$ cat src/rtl/cstate_pkg.sv
`timescale 1ns/1ps
package cstate_pkg;
   typedef enum logic [1:0] {
      CMD_LOAD   = 2'd0,
      CMD_INIT   = 2'd1,
      CMD_CWLOAD = 2'd2,
      CMD_NONE   = 2'd3
   } cmd_kind_e;
endpackage

$ cat src/rtl/cstate_mask_calc.sv
`timescale 1ns/1ps
module cstate_mask_calc #(
   parameter int NCOMP = 8
) (
   input  logic             compact,
   input  logic [NCOMP-1:0] req_mask,
   input  logic [NCOMP-1:0] saved_mask,
   input  logic [NCOMP-1:0] fmt_mask,
   output logic [NCOMP-1:0] load_mask,
   output logic [NCOMP-1:0] init_mask
);
   for (genvar i = 0; i < NCOMP; i++) begin : g_bit
      logic in_fmt;
      assign in_fmt       = compact ? fmt_mask[i] : 1'b1;
      assign load_mask[i] = req_mask[i] & saved_mask[i] & in_fmt;
      assign init_mask[i] = req_mask[i] & (~saved_mask[i] | ~in_fmt);
   end
endmodule

$ cat src/rtl/cstate_layout_tbl.sv
`timescale 1ns/1ps
module cstate_layout_tbl #(
   parameter int NCOMP = 8,
   parameter int OFF_W = 16,
   localparam int IDX_W = $clog2(NCOMP)
) (
   input  logic             clk,
   input  logic             rst_n,
   input  logic             we,
   input  logic [IDX_W-1:0] widx,
   input  logic [OFF_W-1:0] wsize,
   input  logic [OFF_W-1:0] woff,
   input  logic [IDX_W-1:0] ridx,
   output logic [OFF_W-1:0] rsize,
   output logic [OFF_W-1:0] roff
);
   logic [OFF_W-1:0] size_q [NCOMP];
   logic [OFF_W-1:0] off_q  [NCOMP];

   for (genvar i = 0; i < NCOMP; i++) begin : g_ent
      always_ff @(posedge clk or negedge rst_n) begin
         if (!rst_n) begin
            size_q[i] <= '0;
            off_q[i]  <= '0;
         end else if (we && widx == IDX_W'(i)) begin
            size_q[i] <= wsize;
            off_q[i]  <= woff;
         end
      end
   end

   assign rsize = size_q[ridx];
   assign roff  = off_q[ridx];
endmodule

$ cat src/rtl/cstate_offset_acc.sv
`timescale 1ns/1ps
module cstate_offset_acc #(
   parameter int OFF_W    = 16,
   parameter int BASE_OFF = 576
) (
   input  logic             clk,
   input  logic             rst_n,
   input  logic             clear,
   input  logic             add_en,
   input  logic [OFF_W-1:0] add_val,
   output logic [OFF_W-1:0] run_off
);
   if (BASE_OFF >= (1 << OFF_W)) begin : g_chk
      $error("BASE_OFF does not fit in OFF_W bits");
   end

   always_ff @(posedge clk or negedge rst_n) begin
      if (!rst_n)      run_off <= OFF_W'(BASE_OFF);
      else if (clear)  run_off <= OFF_W'(BASE_OFF);
      else if (add_en) run_off <= run_off + add_val;
   end
endmodule

$ cat src/rtl/cstate_restore_seq.sv
`timescale 1ns/1ps
module cstate_restore_seq #(
   parameter int NCOMP    = 8,
   parameter int OFF_W    = 16,
   parameter int CW_W     = 32,
   parameter int CW_OFF   = 24,
   parameter int BASE_OFF = 576,
   parameter logic [CW_W-1:0] CW_INIT = CW_W'(32'h1F80),
   localparam int IDX_W   = $clog2(NCOMP),
   localparam int SLOT_W  = $clog2(NCOMP + 1)
) (
   input  logic             clk,
   input  logic             rst_n,
   input  logic             start,
   input  logic             compact,
   input  logic [NCOMP-1:0] req_mask,
   input  logic [NCOMP-1:0] saved_mask,
   input  logic [NCOMP-1:0] fmt_mask,
   input  logic [CW_W-1:0]  rsv_mask,
   input  logic             tbl_we,
   input  logic [IDX_W-1:0] tbl_idx,
   input  logic [OFF_W-1:0] tbl_size,
   input  logic [OFF_W-1:0] tbl_off,
   output logic             cmd_valid,
   input  logic             cmd_ready,
   output logic [1:0]       cmd_kind,
   output logic [IDX_W-1:0] cmd_comp,
   output logic [OFF_W-1:0] cmd_off,
   input  logic [CW_W-1:0]  cw_rdata,
   output logic             busy,
   output logic             done,
   output logic             fault,
   output logic [CW_W-1:0]  ctrl_word,
   output logic [NCOMP-1:0] inuse,
   output logic [NCOMP-1:0] modified
);
   import cstate_pkg::*;

   if (NCOMP < 3 || NCOMP > 63) begin : g_bad_ncomp
      $error("NCOMP must lie between 3 and 63");
   end
   if (CW_OFF >= (1 << OFF_W)) begin : g_bad_cwoff
      $error("CW_OFF does not fit in OFF_W bits");
   end

   localparam logic [SLOT_W-1:0] LAST_SLOT = SLOT_W'(NCOMP);

   // latched sequence context
   logic             busy_q, done_q, fault_q, compact_q;
   logic [SLOT_W-1:0] slot_q;
   logic [NCOMP-1:0] req_q, load_q, init_q, fmt_q;
   logic [NCOMP-1:0] load_m, init_m;
   logic [NCOMP-1:0] inuse_q, modified_q;
   logic [CW_W-1:0]  ctrl_q;

   cstate_mask_calc #(.NCOMP(NCOMP)) u_masks (
      .compact   (compact),
      .req_mask  (req_mask),
      .saved_mask(saved_mask),
      .fmt_mask  (fmt_mask),
      .load_mask (load_m),
      .init_mask (init_m)
   );

   // slot to component mapping: slot 1 is the control-word step
   logic             is_cw;
   logic [IDX_W-1:0] cur_comp;
   assign is_cw    = (slot_q == SLOT_W'(1));
   assign cur_comp = (slot_q > SLOT_W'(1)) ? IDX_W'(slot_q - SLOT_W'(1)) : IDX_W'(slot_q);

   logic [OFF_W-1:0] t_size, t_off, run_off;

   cstate_layout_tbl #(.NCOMP(NCOMP), .OFF_W(OFF_W)) u_tbl (
      .clk  (clk),
      .rst_n(rst_n),
      .we   (tbl_we),
      .widx (tbl_idx),
      .wsize(tbl_size),
      .woff (tbl_off),
      .ridx (cur_comp),
      .rsize(t_size),
      .roff (t_off)
   );

   // action decode for the current slot
   cmd_kind_e act;
   logic      cw_wanted;
   always_comb begin
      cw_wanted = compact_q ? load_q[1] : (req_q[1] | req_q[2]);
      act       = CMD_NONE;
      if (is_cw) begin
         if (cw_wanted) act = CMD_CWLOAD;
      end else if (load_q[cur_comp]) begin
         act = CMD_LOAD;
      end else if (init_q[cur_comp]) begin
         act = CMD_INIT;
      end
   end

   logic packed_slot;
   assign packed_slot = compact_q && !is_cw && (cur_comp > IDX_W'(1));

   always_comb begin
      unique case (act)
         CMD_LOAD:   cmd_off = packed_slot ? run_off : t_off;
         CMD_CWLOAD: cmd_off = OFF_W'(CW_OFF);
         default:    cmd_off = '0;
      endcase
   end

   assign cmd_valid = busy_q && (act != CMD_NONE);
   assign cmd_kind  = act;
   assign cmd_comp  = cur_comp;

   logic hs, adv, cw_bad, launch;
   assign hs     = cmd_valid && cmd_ready;
   assign adv    = busy_q && (!cmd_valid || cmd_ready);
   assign cw_bad = hs && (act == CMD_CWLOAD) && ((cw_rdata & rsv_mask) != '0);
   assign launch = start && !busy_q;

   cstate_offset_acc #(.OFF_W(OFF_W), .BASE_OFF(BASE_OFF)) u_acc (
      .clk    (clk),
      .rst_n  (rst_n),
      .clear  (launch),
      .add_en (adv && packed_slot && fmt_q[cur_comp]),
      .add_val(t_size),
      .run_off(run_off)
   );

   // sequencing
   always_ff @(posedge clk or negedge rst_n) begin
      if (!rst_n) begin
         busy_q     <= 1'b0;
         done_q     <= 1'b0;
         fault_q    <= 1'b0;
         compact_q  <= 1'b0;
         slot_q     <= '0;
         req_q      <= '0;
         load_q     <= '0;
         init_q     <= '0;
         fmt_q      <= '0;
         modified_q <= '0;
      end else begin
         done_q  <= 1'b0;
         fault_q <= 1'b0;
         if (launch) begin
            busy_q    <= 1'b1;
            slot_q    <= '0;
            req_q     <= req_mask;
            load_q    <= load_m;
            init_q    <= init_m;
            fmt_q     <= fmt_mask;
            compact_q <= compact;
         end else if (cw_bad) begin
            busy_q  <= 1'b0;
            fault_q <= 1'b1;
         end else if (adv) begin
            if (slot_q == LAST_SLOT) begin
               busy_q     <= 1'b0;
               done_q     <= 1'b1;
               modified_q <= ~req_q;
            end else begin
               slot_q <= slot_q + SLOT_W'(1);
            end
         end
      end
   end

   // tracking and control word
   always_ff @(posedge clk or negedge rst_n) begin
      if (!rst_n) begin
         inuse_q <= '0;
         ctrl_q  <= CW_INIT;
      end else if (hs && !cw_bad) begin
         unique case (act)
            CMD_LOAD: inuse_q[cur_comp] <= 1'b1;
            CMD_INIT: begin
               inuse_q[cur_comp] <= 1'b0;
               if (compact_q && cur_comp == IDX_W'(1)) ctrl_q <= CW_INIT;
            end
            CMD_CWLOAD: ctrl_q <= cw_rdata;
            default: ;
         endcase
      end
   end

   assign busy      = busy_q;
   assign done      = done_q;
   assign fault     = fault_q;
   assign ctrl_word = ctrl_q;
   assign inuse     = inuse_q;
   assign modified  = modified_q;
endmodule

$ cat config.mk
export PLATFORM = sky130hd
export DESIGN_NAME = cstate_restore_seq
export DESIGN_NICKNAME = d
export VERILOG_FILES = /design/src/rtl/cstate_pkg.sv /design/src/rtl/cstate_mask_calc.sv /design/src/rtl/cstate_layout_tbl.sv /design/src/rtl/cstate_offset_acc.sv /design/src/rtl/cstate_restore_seq.sv
export SDC_FILE = /design/constraint.sdc
export NUM_CORES = 1
export LEC_CHECK = 0
export ABC_CLOCK_PERIOD_IN_PS = 5200
export BUFFER_PORTS_ARGS = -buffer_cell sky130_fd_sc_hd__buf_2
export CORE_AREA = 3 3 229 231
export DETAILED_ROUTE_END_ITERATION = 10
export DIE_AREA = 0 0 232 234
export PLACE_DENSITY = 0.51
export SYNTH_ARGS = -nofsm -noshare
export SYNTH_HDL_FRONTEND = slang
export SYNTH_HIERARCHICAL = 1
export SYNTH_SLANG_ARGS = --single-unit
$ cat constraint.sdc
create_clock -name clk -period 5.2 [get_ports clk]
set_clock_uncertainty 0.2 [all_clocks]
set_input_delay 0 -clock clk [delete_from_list [all_inputs] [get_ports clk]]
set_output_delay 0 -clock clk [all_outputs]
set_load 0.02 [all_outputs]
# Word-level counts from Yosys, hierarchy flattened
# Cells that the tools add are included.
[op_classes]
addsub = 3
magnitude_cmp = 5
eq_ne = 16
n_mux = 49
bitwise_logic = 57
reduce_logical = 40
[ops]
columns = ["cell", "n"]
rows = [
  ["$mux W16", 7],
  ["$bmux W16 S3", 2],
  ["$pmux W32 S2", 1],
  ["$and A32 B32 Y32", 1],
  ["$mux W32", 1],
  ["$pmux W16 S2", 1],
  ["$reduce_bool A32 Y1", 1],
  ["$and A1 B1 Y1", 24],
  ["$mux W1", 24],
  ["$logic_and A1 B1 Y1", 21],
  ["$not A1 Y1", 18],
  ["$add A16 B16 Y16", 1],
  ["$mux W4", 4],
  ["$not A8 Y8", 2],
  ["$pmux W8 S2", 1],
  ["$eq A3 B3 Y1 const B", 4],
  ["$bmux W1 S3", 3],
  ["$or A1 B1 Y1", 9],
  ["$and A8 B8 Y8", 1],
  ["$or A8 B8 Y8", 1],
  ["$reduce_bool A2 Y1", 4],
  ["$eq A3 B1 Y1 const B", 2],
  ["$eq A3 B2 Y1 const B", 2],
  ["$mux W2", 3],
  ["24 further kinds", 32],
]
[totals]
regBits = 360
inputBits = 129
out_inout_bits = 73
elab_cells = 199

# Longest topological paths before layout
# Gate-level depths: netlist of the first run.
[depth]
depth_word = 16
ltp_mapped = 18
mapped_depth_nobuf = 16

# Cells and area by module
# The synthesis of the first run kept the hierarchy.
[modules_own_cells]
columns = ["mod", "instances", "cells_per_inst", "area_each_um2", "seq_area_each_um2"]
rows = [
  ["cstate_layout_tbl", 1, 665, 11639.9, 6406.1],
  ["cstate_restore_seq", 1, 446, 4375.4, 2184.6],
  ["cstate_offset_acc", 1, 161, 1435.1, 402.9],
  ["cstate_mask_calc", 1, 24, 160.2, 0.0],
]

# Worst setup path before layout of the first run
# Ideal clock, no wire load.
[synth_path]
path_type = "reg-to-reg"
startpoint = "reg slot_q[0]"
endpoint = "reg u_acc.run_off[15]"
setup_ns = 0.127
t_arrival_ns = 4.486
required_time_ns = 4.873
path_slack_ns = 0.386
path_stages_with_launch = 18
path_buffers = 3
synth_period_minus_slack_ns = 4.814
path_cell_list = "dfrtp_1 > inv_1 > ha_1 > nor2_1 > nor3_1 > nor2_1 > buf_6 > buf_6 > mux4_1 > mux2_2 > ha_1 > buf_4 > a21o_4 > o21ai_1 > or3_1 > a31o_1 > a21boi_2 > mux2_1"
[synth_via]
elab_cells_between_ends = 32
cone_classes = "add/sub (2); order compare (2); eq/ne (2); mux (15); bitwise (1); reduce/logical (10)"
[synth_lines]
columns = ["element", "line", "text"]
rows = [
  ["start, declared", "cstate_restore_seq.sv:50", "logic [SLOT_W-1:0] slot_q;"],
  ["start signal, assigned", "cstate_restore_seq.sv:163", "slot_q <= slot_q + SLOT_W'(1);"],
  ["$gt A4 B1 Y1 / $sub A3 B1 Y3 (equally long branches)", "cstate_restore_seq.sv:69", "assign cur_comp = (slot_q > SLOT_W'(1)) ? IDX_W'(slot_q - SLOT_W'(1)) : IDX_W'(slot_q);"],
  ["$mux W3 (*)", "cstate_restore_seq.sv:69", ""],
  ["via cmd_comp[0]", "cstate_restore_seq.sv:27", "output logic [IDX_W-1:0] cmd_comp,"],
  ["$not A3 Y4 (implied by the code) (*)", "cstate_layout_tbl.sv:32", "assign rsize = size_q[ridx];"],
  ["$bmux W16 S3 (*)", "cstate_layout_tbl.sv:32", ""],
  ["$mux W16 (implied by the code) (*) (2 in a row)", "cstate_layout_tbl.sv:32", ""],
  ["via t_size[6]", "cstate_restore_seq.sv:71", "logic [OFF_W-1:0] t_size, t_off, run_off;"],
  ["$add A16 B16 Y16 (*)", "cstate_offset_acc.sv:20", "else if (add_en) run_off <= run_off + add_val;"],
  ["$mux W16 (*)", "cstate_offset_acc.sv:20", ""],
  ["$mux W16 (*)", "cstate_offset_acc.sv:19", "else if (clear) run_off <= OFF_W'(BASE_OFF);"],
  ["end signal, assigned", "cstate_offset_acc.sv:18", "if (!rst_n) run_off <= OFF_W'(BASE_OFF);"],
  ["end signal, assigned", "cstate_offset_acc.sv:19", ""],
  ["end signal, assigned", "cstate_offset_acc.sv:20", ""],
  ["end, declared", "cstate_offset_acc.sv:11", "output logic [OFF_W-1:0] run_off"],
]
# Mark *: on every way through the listed nets, which the timed path passes. The rest lies on a longest branch. The select of a mux whose other input is x is not followed.
# A chain may end at the register's enable or synchronous reset.

# Worst setup path after layout of the first run
[layout_path]
startpoint = "reg slot_q[1]"
endpoint = "reg u_acc.run_off[15]"
[layout_via]
elab_cells_between_ends = 32
cone_classes = "add/sub (2); order compare (2); eq/ne (2); mux (15); bitwise (1); reduce/logical (10)"
[layout_lines]
columns = ["element", "line"]
rows = [
  ["$gt A4 B1 Y1 / $sub A3 B1 Y3 (equally long branches)", "cstate_restore_seq.sv:69"],
  ["$mux W3 (*)", "cstate_restore_seq.sv:69"],
  ["$not A3 Y4 (implied by the code) (*)", "cstate_layout_tbl.sv:32"],
  ["$bmux W16 S3 (*)", "cstate_layout_tbl.sv:32"],
  ["$mux W16 (implied by the code) (*) (2 in a row)", "cstate_layout_tbl.sv:32"],
  ["via t_size[10]", "cstate_restore_seq.sv:71"],
  ["$add A16 B16 Y16 (*)", "cstate_offset_acc.sv:20"],
  ["$mux W16 (*)", "cstate_offset_acc.sv:20"],
  ["$mux W16 (*)", "cstate_offset_acc.sv:19"],
]
# Marked as above.

==> flow_metrics.tcl, run 1 <==
set metrics [dict create \
    grt.total_usage_pct 18.2 \
    finalPower_w 0.0149 \
    max_freq_mhz 207 \
    ir_worst_vdd_uv 293 \
    setup_slack_ns 0.370 \
    start_kind "flop" \
    pwr-share-seq_pct 27.5 \
    power.switching_w 0.00593 \
    drt_iter0_drc 667 \
    drive_gt1_share_pct 38.4 \
    min_period_ns 4.83 \
    final_cell_mix "351 x dfrtp_1, 284 x mux2_2, 200 x buf_2, 148 x dlygate4sd3_1, 114 x nand2_1" \
    critPathRequiredTime_ns 5.44 \
    switching_share_pct 39.8 \
    syn_area_um2 17600 \
    maxCapViolCount 0 \
    period_share_pct 92.9 \
    finalHoldViolCount 0 \
    die_w_um 232 \
    dr.pass1.iters 5 \
    synth_cell_type_count 82 \
    clock_path_buffers 3 \
    holdCritPathClass "in -> reg" \
    cp_cell_sequence "inv_1 -> ha_1 -> or2_2 -> a21oi_2 -> nor2_4 -> buf_6 -> mux4_1 -> mux2_2 -> ha_1 -> and4_1 -> nand2_1 -> or3_1 -> a31o_1 -> a21boi_2 -> mux2_1" \
    antenna_found_initial 0 \
    synth-async-reset-ratio_pct 100 \
    place_inst 2121 \
    holdWs_ns 0.0378 \
    intPower_w 0.00897 \
    clock_power_share_pct 20.6 \
    synth_ff_type "dfrtp_1" \
    p_leak_nw 10.0 \
    num_vias 12217 \
    cts_tree "built" \
    via_per_inst 5.20 \
    grt_pass1_vias 12912 \
    rsz0062_at_grt "false" \
    setup_viol 0 \
    grt_pass1_wl_um 76500 \
    drv_slew 0 \
    p_per_area_nw_per_um2 668 \
    tightestPinTransition_ns 1.09 \
    ys_ff_latch 359 \
    grt_max_degree 169 \
    ios 202 \
    clkSinkCount 359 \
    end_kind "flop" \
    portBuffers 201 \
    drt-total-wl_um 49200 \
    core-area_um2 50300 \
    dp_hpwl_um 30200 \
    cts_buffers 43 \
    syn_nets 1445 \
    status "completed" \
    arrival_ns 5.07 \
    reg2reg_depth 15 \
    insertion_delay_ns 0.57 \
    rows 82 \
    die_h_um 234 \
    start_util_pct 35.0 \
    synth_cells 1296 \
    crit_type "reg -> reg" \
    holdPathStages 3 \
    cp_max_fo 22 \
    crit_slowest_cell "mux4_1" \
    setup_tns_ns 0 \
    crit_path_frequent_cell "ha_1" \
    clk_pin_slew_ns 0.06 \
    cts_root_buffer "clkbuf_16" \
    dieArea_um2 54300 \
    post-place-ws_ns 0.268 \
    synth.avg_cell_area_um2 13.6 \
    instances_no_fill 2351 \
    yosys_warnings 6 \
    wl_per_cell_um 20.9 \
    combPwrFrac_pct 52.0 \
    synth-edff-count 0 \
    yosysSeqAreaShare_pct 51.1 \
    grt.overflow.total 0 \
    gp_congestion 0.852 \
    drc 0 \
    ant_nets 0 \
    critical-path-max-stage-delay_ns 0.59 \
    layout.nets 1792 \
    fillers 4619 \
    htreeDepth 2 \
    max_slew_margin_pct 27.6 \
    area_growth_pct 26.6 \
    layout_commonest_cell "dfrtp_1" \
]
[what timing repair did]
| action | CTS | global route |
|---|---|---|
| hold endpoints to repair | 602 | 0 |
| gates resized for setup | 0 | 3 |
| hold buffers | 149 | 0 |
| setup endpoints to repair | 0 | 4 |
| buffers inserted | 0 | 0 |
[Yosys cell counts, types with 18 or more instances]
| cell type | instances | area share [%] |
|---|---|---|
| dfrtp_1 | 351 | 50 |
| mux2_2 | 284 | 18 |
| nand2_1 | 114 | 2.4 |
| nor2_1 | 45 | 0.96 |
| mux4_1 | 40 | 6.0 |
| a22o_1 | 31 | 1.5 |
| buf_2 | 29 | 0.82 |
| mux2i_1 | 28 | 1.6 |
| mux4_2 | 24 | 3.1 |
| inv_1 | 21 | 0.45 |
| o21ai_0 | 21 | 0.60 |
| ha_1 | 19 | 1.3 |
| a21oi_1 | 18 | 0.51 |
[worst max-delay path: cells and delay by family (launching register included)]
family                   cells  cell delay (ns)
multiplexers                 3             1.20
AND/OR/NAND/NOR              5             1.06
adder cells (fa/ha/maj)      2             0.85
buffers and inverters        2             0.50
flip-flops                   1             0.45
AO/OA/AOI/OAI                3             0.44
[state kept, by name, summed over array words and instances, names as in the netlist, named ones only]
register,count
compact_q,1
req_q,8
load_q,8
fmt_q,7
u_tbl/size_q,128
fault,1
slot_q,4
u_acc/run_off,16
init_q,8
u_tbl/off_q,128
busy,1
modified,8
done,1
ctrl_word,32
[layer usage]
layer / global-route usage [%] / up-vias / part of all wire [%]
met1: 25.8 / 6289 / 47
met3: 2.62 / 100 / 3.8
met5: 0 / - / 0
met4: 6.39 / 0 / 3.1
li1: - / 5549 / -
met2: 28.6 / 279 / 46
[metrics by stage]
| step | instance area (um^2) | util, % |
|---|---|---|
| global placement | 19300 | 38.4 |
| detailed placement | 19300 | 38.4 |
| floorplan | 17600 | - |
| global route | 22300 | 44.3 |
| finish | 22300 | 44.4 |
| CTS | 22300 | 44.3 |
[final timing paths]
path / from / to / slack [ns]
max: slot_q[1] / u_acc/run_off[15] / 0.37
min: cw_rdata[0] / ctrl_word[0] / 0.04
max reg2reg: slot_q[1] / u_acc/run_off[15] / 0.37
min reg2reg: req_q[6] / modified[6] / 0.26
max in group asynchronous: rst_n / u_tbl/off_q[127] / 3.37
min in group asynchronous: rst_n / u_acc/run_off[6] / 0.40
[power groups by stage]
stage | clock [W] | combinational (W) | sequential [W]
floorplan | 0 | 0.00537 | 0.00416
global placement | 0 | 0.00749 | 0.00412
detailed placement | 0 | 0.00755 | 0.00413
CTS | 0.00316 | 0.00777 | 0.00409
global route | 0.00329 | 0.00843 | 0.00419
finish | 0.00306 | 0.00774 | 0.00409
[logic make-up (layout without fill, tap and decap cells)]
group	after synthesis	in the layout	synth area share [%]
flops	359	359	51.1
xor+xnor	8	8	0.398
other cells	0	1	0
compound gates	176	176	7.60
mux	390	390	29.7
buf+inv	101	483	3.08
fa+ha+maj	20	20	1.46
simple gates	242	242	6.64
[cell type report]
| cell class | count | area [um^2] | share of cell area [%] |
|---|---|---|---|
| flip-flops and latches | 359 | 8990 | 40.3 |
| multi-input cells | 836 | 8140 | 36.5 |
| repair buffers | 380 | 2780 | 12.5 |
| clock buffers | 62 | 1270 | 5.69 |
| well taps | 672 | 841 | 3.77 |
| clock inverters | 18 | 186 | 0.836 |
| inverters | 23 | 86.3 | 0.387 |
| diodes | 1 | 2.50 | 0.0112 |
Note: power is estimated with default switching activity, not from simulation.
==> run 2: changes to the inputs <==
- BUFFER_PORTS_ARGS: -buffer_cell sky130_fd_sc_hd__buf_2 -> not set
- CORE_AREA: 3 3 229 231 -> 3 3 209 211
- CTS_CLUSTER_SIZE: not set -> 10
- DIE_AREA: 0 0 232 234 -> 0 0 212 214
- DONT_BUFFER_PORTS: not set -> 1
- PLACE_DENSITY: 0.51 -> 0.55
==> flow_metrics.tcl, run 2 (synthesis gave the netlist of run 1 again) <==
set metrics [dict create \
    post-place-ws_ns 0.299 \
    cp_top_family "multiplexers" \
    post_cts_buffers 0 \
    status "finished, violations left" \
    wl_met3_um 2440 \
    max_slew_margin_pct 25.2 \
    clk_pin_slew_ns 0.06 \
    cts_buffers 43 \
    crit_cells 15 \
    arrival_ns 5.04 \
    wl_per_cell_um 22.8 \
    reg2reg_depth 15 \
    finalHoldViolCount 359 \
    crit_type "reg -> reg" \
    final_cell_mix "351 x dfrtp_1, 284 x mux2_2, 170 x dlygate4sd3_1, 114 x nand2_1, 44 x clkbuf_16" \
    tightestPinTransition_ns 1.12 \
    grt.total_usage_pct 20.4 \
    antenna_found_initial 4 \
    endpoint "u_acc/run_off[15]" \
    drive_gt1_share_pct 28.4 \
    critPathRequiredTime_ns 5.44 \
    grt_max_degree 360 \
    r2r-start "slot_q[1]" \
    clkSinkCount 359 \
    drt-total-wl_um 46300 \
    start_kind "flop" \
    crit_path_frequent_cell "ha_1" \
    area_growth_pct 19.8 \
    rrSetupSlack_ns 0.39 \
    drt_iter0_drc 729 \
    ir_worst_vdd_uv 357 \
    insertion_delay_ns 0.56 \
    portBuffers 0 \
    drv_slew 0 \
    drc 0 \
    setup_tns_ns 0 \
    dr.pass1.iters 5 \
    layout.nets 1615 \
    ios 202 \
    min_period_ns 4.81 \
    crit_buf_inv 2 \
    die_h_um 214 \
    holdCritPathClass "in -> async" \
    core-area_um2 41900 \
    grt_pass1_wl_um 71800 \
    ant_nets 0 \
    die_w_um 212 \
    wl_met1_um 20600 \
    dieArea_um2 45400 \
    critical-path-max-stage-delay_ns 0.57 \
    crit_start "slot_q[1]" \
    grt_pass1_vias 12134 \
    cts_root_buffer "clkbuf_16" \
    htreeDepth 2 \
    dr.max_layer_used "met5" \
    setup_slack_ns 0.394 \
    num_vias 11499 \
    wl_met2_um 22000 \
    max_freq_mhz 208 \
    p_per_area_nw_per_um2 681 \
    p_leak_nw 9.15 \
    grt.overflow.total 0 \
    cp_cell_sequence "inv_1 -> ha_1 -> or2_2 -> a21oi_1 -> nor2_4 -> buf_12 -> mux4_1 -> mux2_2 -> ha_1 -> and4_1 -> nand2_1 -> or3_1 -> a31o_1 -> a21boi_2 -> mux2_1" \
    clock_path_buffers 3 \
    violations "hold timing" \
    period_share_pct 92.4 \
    via_per_inst 5.67 \
    rows 75 \
    setup_viol 0 \
    rsz0062_at_grt "false" \
    r2r-end "u_acc/run_off[15]" \
    dp_hpwl_um 27700 \
    gp_congestion 0.875 \
    end_kind "flop" \
    hold_buffers 170 \
    layout_commonest_cell "dfrtp_1" \
    cp_max_fo 26 \
    start_util_pct 42.0 \
    cts_tree "built" \
    crit_slowest_cell "mux4_1" \
    holdWs_ns -1.05 \
    maxCapViolCount 0 \
]
[run 2: cell count changes in the layout (fill, tap and decap cells not counted), moves of 2 or more]
cell	previous run	this run
dlygate4sd3_1	148	170
buf_2	200	0
diode_2	1	3
bufinv_16	3	0
clkinv_2	11	3
clkbuf_1	8	15
clkbuf_8	10	0
buf_4	27	29
[run 2: worst reg2reg max path, cell delays in order, from the launching register on]
cell	delay, ns
dfrtp_1	0.46
inv_1	0.17
ha_1	0.23
or2_2	0.17
a21oi_1	0.14
nor2_4	0.40
buf_12	0.29
mux4_1	0.60
mux2_2	0.30
ha_1	0.47
and4_1	0.23
nand2_1	0.05
or3_1	0.33
a31o_1	0.20
a21boi_2	0.14
mux2_1	0.32
[run 2: report_power, final]
group / switching, W / internal [W]
clock: 0.00112 / 0.00154
combinational: 0.00390 / 0.00344
sequential: 0.000738 / 0.00361
[run 2: per-stage QoR]
step	hold WS [ns]	area [um^2]	util (%)	std cells	power, W
2_1_floorplan	-0.496	17600	-	1296	0.00953
3_3_place_gp	-0.481	18200	43.3	1790	0.0112
3_5_place_dp	-0.481	18200	43.3	1790	0.0113
4_1_cts	-1.09	21100	50.3	2024	0.0144
5_1_grt	-1.09	21100	50.3	2026	0.0153
6_report	-1.05	21100	50.3	2027	0.0144
[run 2: final cells by class]
type | count | area [um^2]
diodes | 3 | 7.51
repair buffers | 203 | 1990
multi-input cells | 836 | 8140
fillers | 3584 | 20900
inverters | 23 | 87.6
clock inverters | 5 | 43.8
flip-flops and latches | 359 | 8990
clock buffers | 59 | 1160
well taps | 539 | 674
[run 2: how the worst min path moves through the flow]
stage                     startpoint        end  slack [ns]
after floorplan                rst_n  async pin       -0.50
after global placement         rst_n  async pin       -0.48
after detailed placement       rst_n  async pin       -0.48
after CTS                      rst_n  async pin       -1.09
after global routing           rst_n  async pin       -1.09
final                          rst_n  async pin       -1.05
[run 2: what timing repair did]
| item | CTS | global route |
|---|---|---|
| hold endpoints to repair | 700 | 359 |
| gates resized for setup | 0 | 1 |
| setup endpoints to repair | 0 | 2 |
[run 2: per-layer routing]
layer,vias to the layer above,GRT usage (%)
li1,5198,-
met1,5921,27.7
met2,296,33.2
met3,82,3.90
met4,2,6.30
met5,-,0
==> run 3: changes to the inputs <==
- ABC_AREA: not set -> 1
- CORE_AREA: 3 3 209 211 -> 3 3 217 219
- DIE_AREA: 0 0 212 214 -> 0 0 220 222
- PLACE_DENSITY: 0.55 -> not set
- PLACE_DENSITY_LB_ADDON: not set -> 0.2
==> flow_metrics.tcl, run 3 <==
set metrics [dict create \
    synth_cell_type_count 46 \
    wl_per_cell_um 16.7 \
    critical-path-max-stage-delay_ns 0.58 \
    synth-async-reset-ratio_pct 100 \
    intPower_w 0.00809 \
    clock_power_share_pct 16.6 \
    crit_slowest_cell "dlygate4sd3_1" \
    critPathRequiredTime_ns 5.49 \
    layout_commonest_cell "nand2_1" \
    grt_pass1_vias 16891 \
    maxCapViolCount 0 \
    via_per_inst 5.03 \
    insertion_delay_ns 0.57 \
    holdCritPathClass "in -> async" \
    setup_tns_ns 0 \
    yosysSeqAreaShare_pct 47.8 \
    num_vias 17197 \
    stdcell_area_um2 22900 \
    dr.pass1.iters 5 \
    layout.nets 2952 \
    antenna_found_initial 6 \
    combPwrFrac_pct 57.1 \
    synth_cells 2616 \
    synth.top_cell.area_share_pct 46.6 \
    dp_hpwl_um 33800 \
    crit_path_frequent_cell "nand2_1" \
    crit_type "reg -> reg" \
    cts_tree "built" \
    max_freq_mhz 206 \
    drt_iter0_drc 1473 \
    clk_pin_slew_ns 0.06 \
    cp_top_family "simple AND/OR/NAND/NOR gates" \
    core-area_um2 45300 \
    synth.area.top_cells "dfrtp_1 47%, nand2_1 21%, inv_1 7.9%, o21ai_0 7.7%, nand3_1 4.7%" \
    synth_ff_type "dfrtp_1" \
    status "finished, violations left" \
    arrival_ns 5.15 \
    synth-edff-count 0 \
    rsz0062_at_grt "false" \
    drt-total-wl_um 57200 \
    min_period_ns 4.86 \
    post-place-ws_ns 0.685 \
    die_w_um 220 \
    period_share_pct 93.5 \
    cp_max_fo 43 \
    yosysMostFrequentCell "nand2_1" \
    syn_area_um2 18900 \
    finalHoldViolCount 360 \
    p_per_area_nw_per_um2 707 \
    place_area_um2 19400 \
    dieArea_um2 48800 \
    ant_nets 0 \
    syn_nets 2765 \
    drive_gt1_share_pct 5.53 \
    rrSetupSlack_ns 0.34 \
    fillers 4398 \
    power.switching_w 0.00808 \
    setup_slack_ns 0.338 \
    register_area_um2 9020 \
    htreeDepth 2 \
    clock_path_buffers 3 \
    drc 0 \
    end_kind "flop" \
    cts_root_buffer "clkbuf_16" \
    gp_congestion 0.886 \
    holdWs_ns -1.07 \
    switching_share_pct 50.0 \
    ys_ff_latch 360 \
    p_leak_nw 11.9 \
    synth.avg_cell_area_um2 7.22 \
    tightestPinTransition_ns 1.83 \
    drv_slew 177 \
    start_kind "flop" \
    hold_buffers 227 \
    die_h_um 222 \
    portBuffers 0 \
    ios 202 \
    setup_viol 0 \
    cts_buffers 43 \
    crit_buf_inv 5 \
    grt_pass1_wl_um 90500 \
    area_growth_pct 21.0 \
    start_util_pct 41.7 \
    cp_cell_sequence "inv_1 -> ha_1 -> inv_1 -> nand2_1 -> nand2_4 -> nand2_1 -> o21ai_4 -> buf_6 -> nand2_1 -> nand2_1 -> nand2_1 -> nand3_2 -> nand3_2 -> nand4_1 -> nor2_4 -> nand2_1 -> dlygate4sd3_1 -> nand2_1 -> dlygate4sd3_1" \
    multi_input_area_um2 7820 \
    max_slew_margin_pct -22.1 \
    violations "hold timing, slew limit" \
    grt_max_degree 361 \
    instances_no_fill 3422 \
    rows 78 \
    netlist_top_cells_count "1,040 x nand2_1, 395 x inv_1, 352 x dfrtp_1" \
    yosysTopAreaCell "dfrtp_1" \
    clkSinkCount 360 \
    final_cell_mix "1,039 x nand2_1, 393 x inv_1, 352 x dfrtp_1, 290 x o21ai_0, 227 x dlygate4sd3_1" \
    ir_worst_vdd_uv 800 \
    yosys_warnings 6 \
    grt.overflow.total 0 \
    place_inst 3129 \
    pwr-share-seq_pct 26.3 \
    grt.total_usage_pct 23.0 \
]
==> run 3: repair_timing <==
action | 4_1_cts | 5_1_grt
resized for setup | 0 | 2
setup endpoints to repair | 0 | 14
hold endpoints to repair | 704 | 360
setup buffers | 0 | 1
==> run 3: stage by stage <==
step	utilization, %	total power (W)
after floorplan	-	0.0105
after global placement	42.7	0.0129
after detailed placement	42.7	0.0130
after CTS	50.4	0.0161
after global routing	50.5	0.0176
final	50.5	0.0162
==> run 3: final timing paths <==
| kind | start | to | cells after the start |
|---|---|---|---|
| max | slot_q[0] | ctrl_word[2] | 19 |
| min | rst_n | load_q[3] | 0 |
| max reg2reg | slot_q[0] | ctrl_word[2] | 19 |
| min reg2reg | u_tbl/size_q[121] | u_tbl/size_q[121] | 2 |
| max in group asynchronous | rst_n | modified[2] | 0 |
| min in group clk | tbl_idx[0] | u_tbl/size_q[12] | 4 |
==> run 3: cells by family after synthesis <==
family	count (synthesis)	synth area share [%]
DFF	360	47.8
xor gates and xnor gates	7	0.325
and+or+nand+nor	1349	29.6
adders and majority gates	20	1.36
buffers and inverters	524	11.0
AOI/OAI and AO/OA	356	9.91
==> run 3: metal layers <==
layer | global-route usage, % | vias up | routed length, um | share of wire, %
met5 | 0 | - | 36 | 0.063
met4 | 7.75 | 6 | 1840 | 3.2
met3 | 4.66 | 124 | 4000 | 7.0
met2 | 36.2 | 530 | 25300 | 44
met1 | 31.8 | 8146 | 26100 | 46
li1 | - | 8391 | - | -
==> run 3: worst reg2reg max path, delay by kind of cell, from the launching register on <==
| kind | cells | cell delay, ns |
|---|---|---|
| adders and majority gates | 1 | 0.22 |
| AOI/OAI and AO/OA | 1 | 0.09 |
| buffers and inverters | 5 | 1.65 |
| DFF | 1 | 0.47 |
| and+or+nand+nor | 12 | 2.15 |
==> run 3: layout make-up <==
cell class,count,share of cell area (%)
multi-input cells,1733,34.2
clock inverters,2,0.0602
repair buffers,264,11.2
flip-flops and latches,360,39.5
well taps,600,3.28
diodes,3,0.0328
inverters,401,6.59
clock buffers,59,5.15
==> run 3: power by group through the flow <==
stage | sequential [W] | clock (W) | combinational, W
global route | 0.00434 | 0.00288 | 0.0104
CTS | 0.00423 | 0.00276 | 0.00915
floorplan | 0.00409 | 0 | 0.00638
global placement | 0.00425 | 0 | 0.00861
finish | 0.00425 | 0.00269 | 0.00923
detailed placement | 0.00427 | 0 | 0.00868
